## config.mk

```make
export PLATFORM = sky130hd
export DESIGN_NAME = freelist_mgr
export DESIGN_NICKNAME = d
export VERILOG_FILES = /design/src/rtl/fl_pkg.sv /design/src/rtl/fl_walker.sv /design/src/rtl/fl_list.sv /design/src/rtl/freelist_mgr.sv
export SDC_FILE = /design/constraint.sdc
export NUM_CORES = 2
export LEC_CHECK = 0
export BUFFER_PORTS_ARGS = -buffer_cell sky130_fd_sc_hd__buf_4
export CAP_MARGIN = 30
export CELL_PAD_IN_SITES_DETAIL_PLACEMENT = 1
export CELL_PAD_IN_SITES_GLOBAL_PLACEMENT = 2
export CORE_ASPECT_RATIO = 0.5
export CORE_MARGIN = 8
export CORE_UTILIZATION = 43
export CTS_CLUSTER_DIAMETER = 80
export CTS_CLUSTER_SIZE = 40
export DETAILED_ROUTE_END_ITERATION = 7
export PLACE_DENSITY = 0.78
export SLEW_MARGIN = 0
export SYNTH_ARGS = -nofsm -noshare
export SYNTH_HDL_FRONTEND = slang
export SYNTH_HIERARCHICAL = 1
export SYNTH_SLANG_ARGS = --single-unit
```

## constraint.sdc

```tcl
create_clock -name clk -period 6.9 [get_ports clk]
set_input_delay 0.345 -clock clk [delete_from_list [all_inputs] [get_ports clk]]
set_output_delay 0.345 -clock clk [all_outputs]
set_load 0.05 [all_outputs]
```

## src/rtl/fl_pkg.sv

```systemverilog
package fl_pkg;

    typedef enum logic {
        ST_WALK = 1'b0,
        ST_RUN  = 1'b1
    } walk_state_e;

    typedef struct packed {
        logic push;
        logic pop;
    } list_op_t;

    // Circular index advance for a list of arbitrary depth
    function automatic int unsigned wrap_next(input int unsigned idx, input int unsigned depth);
        return (idx == depth - 1) ? 0 : idx + 1;
    endfunction

endpackage

```

## src/rtl/fl_walker.sv

```systemverilog
module fl_walker
    import fl_pkg::*;
#(
    parameter int DEPTH = 256,
    parameter int AW    = $clog2(DEPTH)
) (
    input  logic          clk,
    input  logic          rst,
    output logic          gen_push,
    output logic [AW-1:0] gen_addr,
    output logic          walk_done
);

    walk_state_e   state;
    logic [AW-1:0] idx;

    always_ff @(posedge clk) begin
        if (rst) begin
            state <= ST_WALK;
            idx   <= '0;
        end else if (state == ST_WALK) begin
            if (idx == AW'(DEPTH - 1)) state <= ST_RUN;
            idx <= AW'(wrap_next(32'(idx), DEPTH));
        end
    end

    assign gen_push  = (state == ST_WALK);
    assign gen_addr  = idx;
    assign walk_done = (state == ST_RUN);

    AST_DONE_STICKY: assert property (@(posedge clk) disable iff (rst)
        walk_done |=> walk_done);

endmodule

```

## src/rtl/fl_list.sv

```systemverilog
module fl_list
    import fl_pkg::*;
#(
    parameter int DEPTH = 256,
    parameter int AW    = $clog2(DEPTH),
    parameter int CW    = $clog2(DEPTH + 1)
) (
    input  logic          clk,
    input  logic          rst,
    input  list_op_t      op,
    input  logic [AW-1:0] wr_data,
    output logic [AW-1:0] head,
    output logic [CW-1:0] count
);

    logic [AW-1:0] slots [DEPTH];
    logic [AW-1:0] wr_ptr, rd_ptr;

    always_ff @(posedge clk) begin
        if (op.push) slots[wr_ptr] <= wr_data;
    end

    always_ff @(posedge clk) begin
        if (rst) begin
            wr_ptr <= '0;
            rd_ptr <= '0;
            count  <= '0;
        end else begin
            if (op.push) wr_ptr <= AW'(wrap_next(32'(wr_ptr), DEPTH));
            if (op.pop)  rd_ptr <= AW'(wrap_next(32'(rd_ptr), DEPTH));
            case ({op.push, op.pop})
                2'b10:   count <= count + 1'b1;
                2'b01:   count <= count - 1'b1;
                default: count <= count;
            endcase
        end
    end

    assign head = slots[rd_ptr];

    AST_NO_OVERFLOW: assert property (@(posedge clk) disable iff (rst)
        (op.push && !op.pop) |-> (count < CW'(DEPTH)));
    AST_NO_UNDERFLOW: assert property (@(posedge clk) disable iff (rst)
        op.pop |-> (count != '0));

endmodule

```

## src/rtl/freelist_mgr.sv

```systemverilog
module freelist_mgr
    import fl_pkg::*;
#(
    parameter  int DEPTH  = 256,
    parameter  int DROP_W = 16,
    localparam int AW     = $clog2(DEPTH),
    localparam int CW     = $clog2(DEPTH + 1)
) (
    input  logic              clk,
    input  logic              rst,
    input  logic              alloc_req,
    output logic              alloc_valid,
    output logic [AW-1:0]     alloc_addr,
    input  logic              rel_valid,
    input  logic [AW-1:0]     rel_addr,
    output logic              ready,
    output logic              empty,
    output logic              full,
    output logic              rel_err,
    output logic [CW-1:0]     free_cnt,
    output logic [DROP_W-1:0] drop_count
);

    localparam logic [DROP_W-1:0] DROP_MAX = '1;

    logic          gen_push;
    logic [AW-1:0] gen_addr;
    logic [AW-1:0] head;
    logic [CW-1:0] count;
    list_op_t      op;
    logic          rel_take, fwd, grant_pop, rel_store, refuse;

    fl_walker #(.DEPTH(DEPTH), .AW(AW)) u_walker (
        .clk(clk), .rst(rst),
        .gen_push(gen_push), .gen_addr(gen_addr), .walk_done(ready)
    );

    always_comb begin
        rel_take  = ready && rel_valid;
        fwd       = ready && alloc_req && empty && rel_valid;
        grant_pop = ready && alloc_req && !empty;
        rel_err   = rel_take && full;
        rel_store = rel_take && !full && !fwd;
        refuse    = ready && alloc_req && empty && !rel_valid;
        op.push   = gen_push || rel_store;
        op.pop    = grant_pop;
    end

    fl_list #(.DEPTH(DEPTH), .AW(AW), .CW(CW)) u_list (
        .clk(clk), .rst(rst), .op(op),
        .wr_data(gen_push ? gen_addr : rel_addr),
        .head(head), .count(count)
    );

    assign empty       = (count == '0);
    assign full        = (count == CW'(DEPTH));
    assign free_cnt    = count;
    assign alloc_valid = grant_pop || fwd;
    assign alloc_addr  = fwd ? rel_addr : head;

    always_ff @(posedge clk) begin
        if (rst)                                drop_count <= '0;
        else if (refuse && drop_count != DROP_MAX) drop_count <= drop_count + 1'b1;
    end

    AST_GRANT_NEEDS_READY: assert property (@(posedge clk) disable iff (rst)
        alloc_valid |-> ready);
    AST_SWAP_KEEPS_COUNT: assert property (@(posedge clk) disable iff (rst)
        (ready && alloc_req && rel_valid && !full) |=> $stable(free_cnt));
    AST_DROP_STEP: assert property (@(posedge clk) disable iff (rst)
        (ready && alloc_req && free_cnt == '0 && !rel_valid && drop_count != DROP_MAX)
        |=> drop_count == $past(drop_count) + 1'b1);
    AST_FULL_RETURN_DISCARDED: assert property (@(posedge clk) disable iff (rst)
        (rel_err && !alloc_req) |=> $stable(free_cnt));
    AST_NOT_READY_NO_DROP: assert property (@(posedge clk) disable iff (rst)
        !ready |=> $stable(drop_count));

endmodule

```

==> Implementation_results.wiki <==
{| class="wikitable"
! Metric !! Value
|-
| Run status || finished clean
|-
| Power per unit of standard cell area || 224 nW/um^2
|-
| Launch instance of the worst min-delay path || rel_addr[7]
|-
| TritonCTS Buffers || 60
|-
| Most instantiated flip-flop cell in the synthesis netlist || sky130_fd_sc_hd__edfxtp_1
|-
| GRT met2 Usage || 0.309
|-
| Storage element area || 62700 sq um
|-
| Aggregate global-route resource usage || 0.193
|-
| Aggregate global routing overflow || 0
|-
| Clock Path Buffers || 3
|-
| Post-synthesis cell type with the largest combined area || sky130_fd_sc_hd__edfxtp_1
|-
| Path type of the worst setup path || reg -> out
|-
| Synthesis warning total || 6
|-
| Final sum of negative setup slack || 0 ns
|-
| Reg2Reg Setup Slack || 2.24 ns
|-
| Via density per instance || 6.18
|-
| Final setup violation count || 0
|-
| Violation count after the first detailed-routing iteration || 4792
|-
| Count of cells resized by post-cts repair || 0
|-
| Share of the synthesized area in the top cell type || 0.745
|-
| Total die area || 207000 sq um
|-
| Nets@finish || 3983
|-
| Avg WL per Cell || 31.8 um
|-
| Std-Cell Rows || 113
|-
| Cell types occupying the most area after synthesis || sky130_fd_sc_hd__edfxtp_1, sky130_fd_sc_hd__mux4_2, sky130_fd_sc_hd__mux2i_1
|-
| Most instantiated library cell after synthesis || sky130_fd_sc_hd__edfxtp_1
|-
| CTS hold repair buffers || 0
|-
| Maximum single-stage delay on the critical path || 0.86 ns
|-
| CP required || 6.55 ns
|-
| Crit end category || output pin
|-
| M1 GR Usage || 0.283
|-
| Antenna violations before repair || 6
|-
| Flops & latches, synth || 2106
|-
| Hold-critical path depth || 2
|-
| Critical Path Slowest Stage Cell || sky130_fd_sc_hd__o22ai_1
|-
| Number of input and output port buffers inserted || 49
|-
| Highest clock frequency the design can meet || 171 MHz
|-
| Clock tree from TritonCTS || yes
|-
| Post-Place Cell Area || 85800 sq um
|-
| Number of filler instances in the final layout || 17400
|-
| Maximum clock skew at final layout || 0.0549 ns
|-
| R2R Path Start || u_walker/walk_done$_SDFF_PP0_
|-
| Min-delay worst type || in -> reg
|-
| Post-synth ARST share || 0
|-
| Global routing's busiest layer || met2
|-
| Category of the worst setup path launch point || flop
|-
| Largest net degree at the start of global routing || 191
|-
| Time the final worst path needs with I/O delays and setup || 5.84 ns
|-
| Final instance area || 87700 sq um
|-
| Cell breakdown of the critical path || buf_12, mux4_2, mux4_2, mux2_2, nand2_1, o21ai_0, o22ai_1, a211oi_1, mux2_2, buf_4
|-
| Commonest cells in the synthesized netlist || sky130_fd_sc_hd__edfxtp_1, sky130_fd_sc_hd__mux4_2, sky130_fd_sc_hd__nor2_1
|-
| Total design power || 19600 uW
|-
| Initial core utilization || 0.434
|-
| Area of the mapped netlist || 82600 sq um
|-
| Fraction of the yosys area taken by sequential cells || 0.759
|-
| Total core area || 190000 sq um
|-
| Mean cell area of the mapped netlist || 20.7 sq um
|-
| Total instance count after detailed placement || 6419
|-
| Post-CTS clock slew at the launch and capture registers of the worst setup and hold paths || 0.15 ns
|-
| Highest fanout seen on the critical path || 61
|-
| Number of max-cap violations || 0
|-
| Pins Over Slew Limit || 0
|-
| DIE WIDTH || 636 um
|-
| Hold Path Sink || u_list/slots[34][7]$_DFFE_PP_
|-
| Total half-perimeter wirelength after legalization and detailed placement || 131000 um
|-
| Layout overhead on the synthesized area || 6.23%
|-
| Vias || 40300
|-
| WP data arrival || 5.50 ns
|-
| Number of instances in the synthesized netlist || 3994
|-
| Crit Reg-Reg Endpoint || u_list/slots[32][3]$_DFFE_PP_
|-
| H-Tree Level Count || 2
|-
| Die H || 326 um
|-
| Number of nets in the synthesized netlist || 4016
|-
| Number of synthesized flops with an enable pin || 2048
|-
| Root Buffer Master || sky130_fd_sc_hd__clkbuf_16
|-
| Unrepaired setup endpoints after global routing || no
|-
| Total leakage power || 0.0255 uW
|-
| Count of antenna diodes in the layout || 0
|-
| Met3 Use GR || 0.0338
|-
| Weighted congestion at the end of routability-driven global placement || 0.825
|-
| FF-to-FF path depth || 7
|-
| Io pins || 50
|-
| Skew-Pair Late Insertion Delay || 0.77 ns
|-
| Global-route wire length before repair || 297000 um
|-
| Worst vdd ir || 0.204 mV
|-
| Final hold vios || 0
|-
| Max-slew headroom || 0.273
|-
| Period Utilization, post-route || 0.847
|-
| Post-layout utilization of the core || 0.461
|-
| Multi-input gate area || 18700 sq um
|-
| Number of global-route vias before repair || 40400
|-
| Antenna Nets Post-Route || 0
|-
| Fraction of layout instances using a drive strength above 1 || 0.196
|-
| Count of unique library cells instantiated by Yosys || 72
|-
| Buffer count from post-CTS setup fixing || 0
|-
| Wirelength, routed || 207000 um
|-
| Final instance count without filler cells || 6523
|-
| Post-route DRC || 0
|-
| Slew at the pin closest to its max-slew limit || 1.09 ns
|-
| Sink Count || 2106
|-
| Number of detailed-route iterations in the first pass || 5
|}
-- flip-flops by register name, summed over array words and instances, names as in the netlist, named ones only --
signal	count
u_list/rd_ptr	8
u_walker/gen_addr	8
drop_count	16
u_walker/walk_done	1
u_list/wr_ptr	8
u_list/slots	2048
u_list/count	9
-- layout by cell type, fill, tap and decap left out, types with 11 or more instances in the layout --
cell type and instances:
sky130_fd_sc_hd__mux2_2 13, sky130_fd_sc_hd__o211ai_1 20, sky130_fd_sc_hd__nand2_1 84, sky130_fd_sc_hd__buf_4 129, sky130_fd_sc_hd__dfxtp_1 52, sky130_fd_sc_hd__mux4_2 499, sky130_fd_sc_hd__o22ai_1 19, sky130_fd_sc_hd__nor3_1 24
sky130_fd_sc_hd__nor2_1 314, sky130_fd_sc_hd__xnor2_1 11, sky130_fd_sc_hd__nand3_1 40, sky130_fd_sc_hd__clkbuf_16 61, sky130_fd_sc_hd__a21oi_1 66, sky130_fd_sc_hd__clkbuf_1 23, sky130_fd_sc_hd__o221ai_1 12, sky130_fd_sc_hd__a22oi_1 48
sky130_fd_sc_hd__nand4_1 23, sky130_fd_sc_hd__edfxtp_1 2048, sky130_fd_sc_hd__a221oi_1 37, sky130_fd_sc_hd__buf_12 12, sky130_fd_sc_hd__a311oi_1 13, sky130_fd_sc_hd__a22o_1 30, sky130_fd_sc_hd__xor2_1 14, sky130_fd_sc_hd__nor2b_1 27
sky130_fd_sc_hd__mux2i_1 121, sky130_fd_sc_hd__o21ai_0 38, sky130_fd_sc_hd__o31ai_1 12, sky130_fd_sc_hd__or4_1 11
-- metrics by stage --
| step | hold WS (ns) | worst slack [ns] |
|---|---|---|
| final | 0.0278 | 1.06 |
| after global routing | 0.00716 | 0.969 |
| after CTS | 0.0541 | 1.11 |
| after detailed placement | 0.505 | 2.00 |
| after global placement | 0.477 | 1.99 |
| after floorplan | 0.414 | 3.24 |
-- worst max path at each step --
| stage | from | end | slack [ns] | cells past startpoint |
|---|---|---|---|---|
| floorplan | u_list/count[5]$_SDFFE_PP0P_ | u_list/count[8]$_SDFFE_PP0P_ | 3.24 | 14 |
| global placement | flop | alloc_addr[5] | 1.99 | 10 |
| detailed placement | flop | alloc_addr[5] | 2.00 | 10 |
| CTS | flop | alloc_addr[5] | 1.11 | 10 |
| global route | flop | alloc_addr[7] | 0.97 | 10 |
| finish | flop | alloc_addr[5] | 1.06 | 10 |
-- logic make-up (layout without fill, tap and decap cells) --
kind of cell | after synthesis | in the layout | synth area share
buf+inv | 259 | 258 | 0.0175
fa+ha+maj | 10 | 10 | 0.00152
xor+xnor | 25 | 25 | 0.00265
flops | 2106 | 2106 | 0.759
compound gates | 335 | 335 | 0.0289
simple gates | 610 | 610 | 0.0345
mux | 649 | 649 | 0.156
-- critical path: cells and delay by family (launching register included) --
family / cells / cell delay [ns]
flops: 1 / 0.83
compound gates: 3 / 1.31
mux: 4 / 1.73
buf+inv: 2 / 0.67
simple gates: 1 / 0.06
-- cell type report --
type / instances / area share
clock inverter: 10 / 0.00180
inverter: 9 / 0.000385
multi-input combinational: 1629 / 0.213
tap: 2530 / 0.0361
timing repair buffer: 155 / 0.0163
sequential: 2106 / 0.714
clock buffer: 84 / 0.0184
-- layer usage --
layer | vias to the layer above | wire length (um)
met5 | - | 0
met4 | 0 | 4140
met3 | 190 | 16900
met2 | 1695 | 97300
met1 | 22100 | 88700
li1 | 16400 | -
-- power by group --
part	switching, uW	internal (uW)
registers	15.3	13900
logic	287	62.7
clock network	3580	1760
(Power assumes the default switching activity.)
